### config.mk
export PLATFORM = sky130hd
export DESIGN_NAME = gml_unit
export DESIGN_NICKNAME = d
export VERILOG_FILES = /design/src/rtl/gml_pkg.sv /design/src/rtl/gml_regs.sv /design/src/rtl/gml_gate.sv /design/src/rtl/gml_counter.sv /design/src/rtl/gml_unit.sv
export SDC_FILE = /design/constraint.sdc
export NUM_CORES = 1
export LEC_CHECK = 0
export ABC_AREA = 1
export BUFFER_PORTS_ARGS = -buffer_cell sky130_fd_sc_hd__buf_4
export CORE_UTILIZATION = 35
export CTS_BUF_LIST = sky130_fd_sc_hd__clkbuf_8
export CTS_CLUSTER_DIAMETER = 30
export DETAILED_ROUTE_END_ITERATION = 6
export GPL_ROUTABILITY_DRIVEN = 0
export PLACE_DENSITY = 0.61
export SLEW_MARGIN = 20
export SYNTH_ARGS = -nofsm -noshare
export SYNTH_HDL_FRONTEND = slang
export SYNTH_SLANG_ARGS = --single-unit
### constraint.sdc
create_clock -name clk -period 6 [get_ports clk]
set_input_delay 1.5 -clock clk [delete_from_list [all_inputs] [get_ports clk]]
set_output_delay 1.5 -clock clk [all_outputs]
set_load 0.01 [all_outputs]
### src/rtl/gml_pkg.sv
package gml_pkg;

    localparam int DATA_W   = 32;
    localparam int ADDR_W   = 16;
    localparam int MODE_W   = 4;
    localparam int STAT_W   = 5;

    localparam logic [ADDR_W-1:0] OFS_STATUS = 16'h1010;
    localparam logic [ADDR_W-1:0] OFS_MASK_A = 16'h1800;
    localparam logic [ADDR_W-1:0] OFS_MASK_B = 16'h1804;
    localparam logic [ADDR_W-1:0] OFS_CTRL   = 16'h1808;
    localparam logic [ADDR_W-1:0] OFS_VALUE  = 16'h180C;

    localparam int CB_START = 4;
    localparam int CB_STOP  = 5;
    localparam int CB_CLEAR = 6;
    localparam int CB_LEVEL = 8;

    typedef enum logic [1:0] {
        OP_A   = 2'd0,
        OP_B   = 2'd1,
        OP_AND = 2'd2,
        OP_OR  = 2'd3
    } comb_op_e;

    typedef enum logic [1:0] {
        SEL_LIVE,
        SEL_HELD,
        SEL_COUNT,
        SEL_VALUE
    } out_sel_e;

    typedef struct packed {
        out_sel_e sel;
        comb_op_e op;
    } mode_dec_t;

    typedef struct packed {
        logic sw_clear;
        logic sw_gate;
        logic ext_clear;
        logic ext_gate;
        logic ready;
    } status_t;

    function automatic mode_dec_t decode_mode(input logic [MODE_W-1:0] m);
        mode_dec_t d;
        d.op = comb_op_e'(m[1:0]);
        if (m[3]) begin
            d.sel = (m == 4'd8) ? SEL_COUNT : SEL_VALUE;
        end else begin
            d.sel = m[2] ? SEL_HELD : SEL_LIVE;
        end
        return d;
    endfunction

    function automatic logic [DATA_W-1:0] combine(
        input comb_op_e          op,
        input logic [DATA_W-1:0] a,
        input logic [DATA_W-1:0] b
    );
        case (op)
            OP_A:    return a;
            OP_B:    return b;
            OP_AND:  return a & b;
            default: return a | b;
        endcase
    endfunction

endpackage

### src/rtl/gml_regs.sv
module gml_regs
    import gml_pkg::*;
(
    input  logic              clk,
    input  logic              rst,
    input  logic [ADDR_W-1:0] bus_addr,
    input  logic              bus_we,
    input  logic [DATA_W-1:0] bus_wdata,
    output logic [DATA_W-1:0] bus_rdata,
    input  status_t           status,
    output logic [DATA_W-1:0] mask_a,
    output logic [DATA_W-1:0] mask_b,
    output logic [MODE_W-1:0] mode,
    output logic              level,
    output logic [DATA_W-1:0] value,
    output logic              start_req,
    output logic              stop_req,
    output logic              clear_req
);

    localparam int PAD_CTRL = DATA_W - CB_LEVEL - 1;
    localparam int PAD_STAT = DATA_W - STAT_W;

    logic wr_ctrl;

    assign wr_ctrl   = bus_we && (bus_addr == OFS_CTRL);
    assign start_req = wr_ctrl && bus_wdata[CB_START];
    assign stop_req  = wr_ctrl && bus_wdata[CB_STOP];
    assign clear_req = wr_ctrl && bus_wdata[CB_CLEAR];

    always_ff @(posedge clk) begin
        if (rst) begin
            mask_a <= '0;
            mask_b <= '0;
            mode   <= '0;
            level  <= 1'b0;
            value  <= '0;
        end else if (bus_we) begin
            case (bus_addr)
                OFS_MASK_A: mask_a <= bus_wdata;
                OFS_MASK_B: mask_b <= bus_wdata;
                OFS_VALUE:  value  <= bus_wdata;
                OFS_CTRL: begin
                    mode  <= bus_wdata[MODE_W-1:0];
                    level <= bus_wdata[CB_LEVEL];
                end
                default: ;
            endcase
        end
    end

    always_comb begin
        case (bus_addr)
            OFS_MASK_A: bus_rdata = mask_a;
            OFS_MASK_B: bus_rdata = mask_b;
            OFS_VALUE:  bus_rdata = value;
            OFS_CTRL:   bus_rdata = {{PAD_CTRL{1'b0}}, level,
                                     {(CB_LEVEL-MODE_W){1'b0}}, mode};
            OFS_STATUS: bus_rdata = {{PAD_STAT{1'b0}}, status};
            default:    bus_rdata = '0;
        endcase
    end

endmodule

### src/rtl/gml_gate.sv
module gml_gate
    import gml_pkg::*;
(
    input  logic              clk,
    input  logic              rst,
    input  logic              ext_gate,
    input  logic              ext_clear,
    input  logic              start_req,
    input  logic              stop_req,
    input  logic              clear_req,
    input  out_sel_e          sel,
    input  logic [DATA_W-1:0] src,
    output logic              gate,
    output logic              sw_gate,
    output logic              sw_clear,
    output logic              gate_q,
    output logic              ready,
    output logic [DATA_W-1:0] held
);

    logic clr;
    logic opening;

    assign gate    = ext_gate | sw_gate;
    assign clr     = ext_clear | sw_clear;
    assign opening = gate && !gate_q;

    always_ff @(posedge clk) begin
        if (rst) begin
            sw_gate  <= 1'b0;
            sw_clear <= 1'b0;
            gate_q   <= 1'b0;
        end else begin
            sw_clear <= clear_req;
            gate_q   <= gate;
            if (stop_req) begin
                sw_gate <= 1'b0;
            end else if (start_req) begin
                sw_gate <= 1'b1;
            end
        end
    end

    always_ff @(posedge clk) begin
        if (rst) begin
            held  <= '0;
            ready <= 1'b0;
        end else if (clr) begin
            held  <= '0;
            ready <= 1'b0;
        end else if (opening && sel == SEL_HELD) begin
            held  <= src;
            ready <= 1'b1;
        end
    end

endmodule

### src/rtl/gml_counter.sv
module gml_counter #(
    parameter int CNT_W = 32
) (
    input  logic             clk,
    input  logic             rst,
    output logic [CNT_W-1:0] count
);

    always_ff @(posedge clk) begin
        if (rst) begin
            count <= '0;
        end else begin
            count <= count + 1'b1;
        end
    end

endmodule

### src/rtl/gml_unit.sv
module gml_unit
    import gml_pkg::*;
(
    input  logic              clk,
    input  logic              rst,
    input  logic [ADDR_W-1:0] bus_addr,
    input  logic              bus_we,
    input  logic [DATA_W-1:0] bus_wdata,
    output logic [DATA_W-1:0] bus_rdata,
    input  logic [DATA_W-1:0] port_a,
    input  logic [DATA_W-1:0] port_b,
    input  logic              ext_gate,
    input  logic              ext_clear,
    output logic [DATA_W-1:0] port_c,
    output logic              level_sel
);

    logic [DATA_W-1:0] mask_a, mask_b, value, held, count, src;
    logic [MODE_W-1:0] mode;
    logic              start_req, stop_req, clear_req;
    logic              gate, sw_gate, sw_clear, gate_q, ready;
    mode_dec_t         dec;
    status_t           status;

    assign dec = decode_mode(mode);
    assign src = combine(dec.op, port_a & ~mask_a, port_b & ~mask_b);

    assign status.ready     = ready;
    assign status.ext_gate  = ext_gate;
    assign status.ext_clear = ext_clear;
    assign status.sw_gate   = sw_gate;
    assign status.sw_clear  = sw_clear;

    gml_regs u_regs (
        .clk(clk), .rst(rst),
        .bus_addr(bus_addr), .bus_we(bus_we), .bus_wdata(bus_wdata),
        .bus_rdata(bus_rdata), .status(status),
        .mask_a(mask_a), .mask_b(mask_b), .mode(mode), .level(level_sel),
        .value(value), .start_req(start_req), .stop_req(stop_req),
        .clear_req(clear_req)
    );

    gml_gate u_gate (
        .clk(clk), .rst(rst),
        .ext_gate(ext_gate), .ext_clear(ext_clear),
        .start_req(start_req), .stop_req(stop_req), .clear_req(clear_req),
        .sel(dec.sel), .src(src),
        .gate(gate), .sw_gate(sw_gate), .sw_clear(sw_clear),
        .gate_q(gate_q), .ready(ready), .held(held)
    );

    gml_counter #(.CNT_W(DATA_W)) u_count (
        .clk(clk), .rst(rst), .count(count)
    );

    always_comb begin
        case (dec.sel)
            SEL_LIVE:  port_c = gate ? src : '0;
            SEL_HELD:  port_c = held;
            SEL_COUNT: port_c = count;
            default:   port_c = value;
        endcase
    end

endmodule

==> impl_metrics.ini <==
[sta]
finClkSkew_ps = 17.9
worst_pin_slew_ps = 1090
rsz0062_at_grt = false
finalSetupViolCount = 0
hold_ws_ps = 462
final_max_slew_viol_count = 0
max_clock_freq_ghz = 0.205
period_needed_ps = 4880
slew-limit-headroom_pct = 26.6
final_hold_viol_count = 0
setup_tns_ps = 0
min_period_over_period_pct = 81.3

[detailed_routing]
drtPass1Iterations = 5
drt-initial-drc-count = 841
detail-route-antenna-nets = 0
via_per_inst = 5.21
post-route-drc-count = 0
postRouteWirelength_um = 32900
wl_per_cell_um = 17.3
vias = 9883

[worst_setup_path]
worstSetupStartpointType = input port
crit_path_top_delay_cell = inv_2
startpoint = bus_addr[5]
end_kind = primary output
crit_chain = buf_4, nor2_1, nand2_1, nor2_4, nand3_4, inv_2, nand2_1, nand3_1, nand2_1, inv_1, buf_4
crit_top_cell = nand2_1
arrival_ps = 3380
critical_path.max_stage_delay_ps = 500
criticalPathCategory = input port to primary output
crit_fanout = 23
r2r-start = u_regs.mode[2]
cp.required_ps = 4500

[global_route]
antenna_found_initial = 0
grt_pass1_vias = 8876
grt_pass1_wl_um = 50400
grt_max_degree = 80
gr-total-overflow = 0
gr-usage-all-layers_pct = 24.9

[pwr]
p_leak_nw = 4.76
combinationalPowerShare_pct = 9.1
power.density_mw_per_mm2 = 205
switching_share_pct = 24.4
peakVddDrop_v = 0.000103
clkPwrFrac_pct = 41.1
p_switching_mw = 0.551
internal_power_mw = 1.71
pwr-share-seq_pct = 49.8

[layout]
design_area_mm2 = 0.0110
final_common_cell = nand2_1
layout_common_cells = nand2_1, nor2_1, buf_4, dfxtp_1, o21ai_0
synthToLayoutAreaGrowth_pct = 21.2
fill_cells = 2676
nets = 1673
diodes = 0
layout-drive-gt1-share_pct = 17.2

[run_status]
status = finished, final reports clean

[cts]
htree_levels = 4
insertion_delay_ps = 470
clock-sinks = 169
clockBufferDepth = 2
clk_pin_slew_ps = 80
post-cts-setup-buffers = 0
cts_tree = yes
numCtsBuffers = 17
ctsRootBufferMaster = clkbuf_8
cts_resized = 0
ctsHoldBuffers = 0

[floorplan]
core.rowCount = 58
fp.dieW_um = 163
pin_count = 182
initial_core_util_pct = 35.9
fp.dieH_um = 163
core_mm2 = 0.0253
die_area_mm2 = 0.0266

[synth]
avgSynthCellArea_um2 = 6.43
yosysWarnings = 0
postSynthCellCount = 1414
ys_ff_latch = 169
synthesis.nets = 1532
ys_types = 36
syn_area_mm2 = 0.00909
yosysSeqAreaShare_pct = 37.2

[min_path]
min-delay-start = u_count.count[31]
hold_class = register to register

[placed_design]
hpwl_um = 23200
io_buffers = 181
place_area_mm2 = 0.0106

[job]
cap_viol_max_count = 0
==> final timing paths <==
check	depth (start not counted)	slack, ps	endpoint
max	11	1120	bus_rdata[18]
min	2	460	u_count.count[31]
max reg2reg	7	3540	u_gate.held[15]
min reg2reg	2	460	u_count.count[31]
==> state kept, by name, indices dropped and copies added (netlist names) <==
signal and flops:
u_regs.mask_b 32, u_regs.level 1, u_gate.held 32, u_gate.gate_q 1
u_regs.value 32, u_gate.sw_gate 1, u_regs.mode 4, u_gate.ready 1
u_regs.mask_a 32, u_count.count 32, u_gate.sw_clear 1
==> worst max-delay path: cells and delay by family <==
family	cells	cell delay, ps
and+or+nand+nor	7	1110
buffers and inverters	4	770
==> logic make-up after synthesis <==
logic type | after synthesis | share of synthesized area (%)
buf+inv | 227 | 10.8
simple gates | 711 | 32.3
fa+ha+maj | 1 | 0.138
flops | 169 | 37.2
compound gates | 303 | 19.3
xor+xnor | 3 | 0.289
==> cells in the mapped netlist, drive strengths merged <==
library cell / number / area [um^2]
a21oi: 34 / 170
a31oi: 23 / 144
and2: 1 / 6.26
and3: 1 / 6.26
buf: 43 / 284
clkbuf: 28 / 106
clkinv: 1 / 3.75
dfxtp: 169 / 3380
ha: 1 / 12.5
inv: 155 / 584
nand2: 319 / 1200
nand3: 40 / 225
nand3b: 2 / 15.0
nand4: 16 / 100
nor2: 314 / 1290
nor3: 17 / 95.1
o2111ai: 24 / 210
o211ai: 45 / 338
o21a: 1 / 7.51
o21ai: 175 / 876
o22ai: 1 / 6.26
or2: 1 / 6.26
xor2: 3 / 26.3
==> power by group through the flow <==
| stage | Clock [mW] | Combinational, mW | Sequential [mW] |
|---|---|---|---|
| finish | 0.927 | 0.205 | 1.12 |
| global route | 0.988 | 0.221 | 1.12 |
| CTS | 0.936 | 0.205 | 1.12 |
| detailed placement | 0 | 0.205 | 1.15 |
| global placement | 0 | 0.204 | 1.15 |
| floorplan | 0 | 0.0803 | 1.15 |
==> through the flow <==
stage / utilization, % / setup slack (ps) / total power [mW] / std cells
CTS: 43.5 / 1150 / 2.26 / 1897
floorplan: - / 1920 / 1.23 / 1414
global route: 43.5 / 978 / 2.33 / 1897
detailed placement: 41.8 / 1150 / 1.36 / 1866
global placement: 41.8 / 1200 / 1.35 / 1866
finish: 43.5 / 1120 / 2.26 / 1897
==> layer usage <==
metal / global-route usage, % / wire length, um / vias up
li1: - / - / 4853
met1: 35.9 / 15300 / 4611
met2: 37.4 / 14500 / 384
met3: 4.55 / 2470 / 35
met4: 7.01 / 612 / 0
met5: 0 / 0 / -
==> area by class of cell <==
type / instances / area [um^2] / share of cell area, %
sequential: 169 / 3380 / 30.7
multi-input combinational: 1018 / 4740 / 43.0
tap: 330 / 413 / 3.75
clock buffer: 17 / 234 / 2.12
clock inverter: 14 / 206 / 1.87
inverter: 156 / 591 / 5.36
timing repair buffer: 193 / 1450 / 13.1
Note: power is estimated with default switching activity, not from simulation.
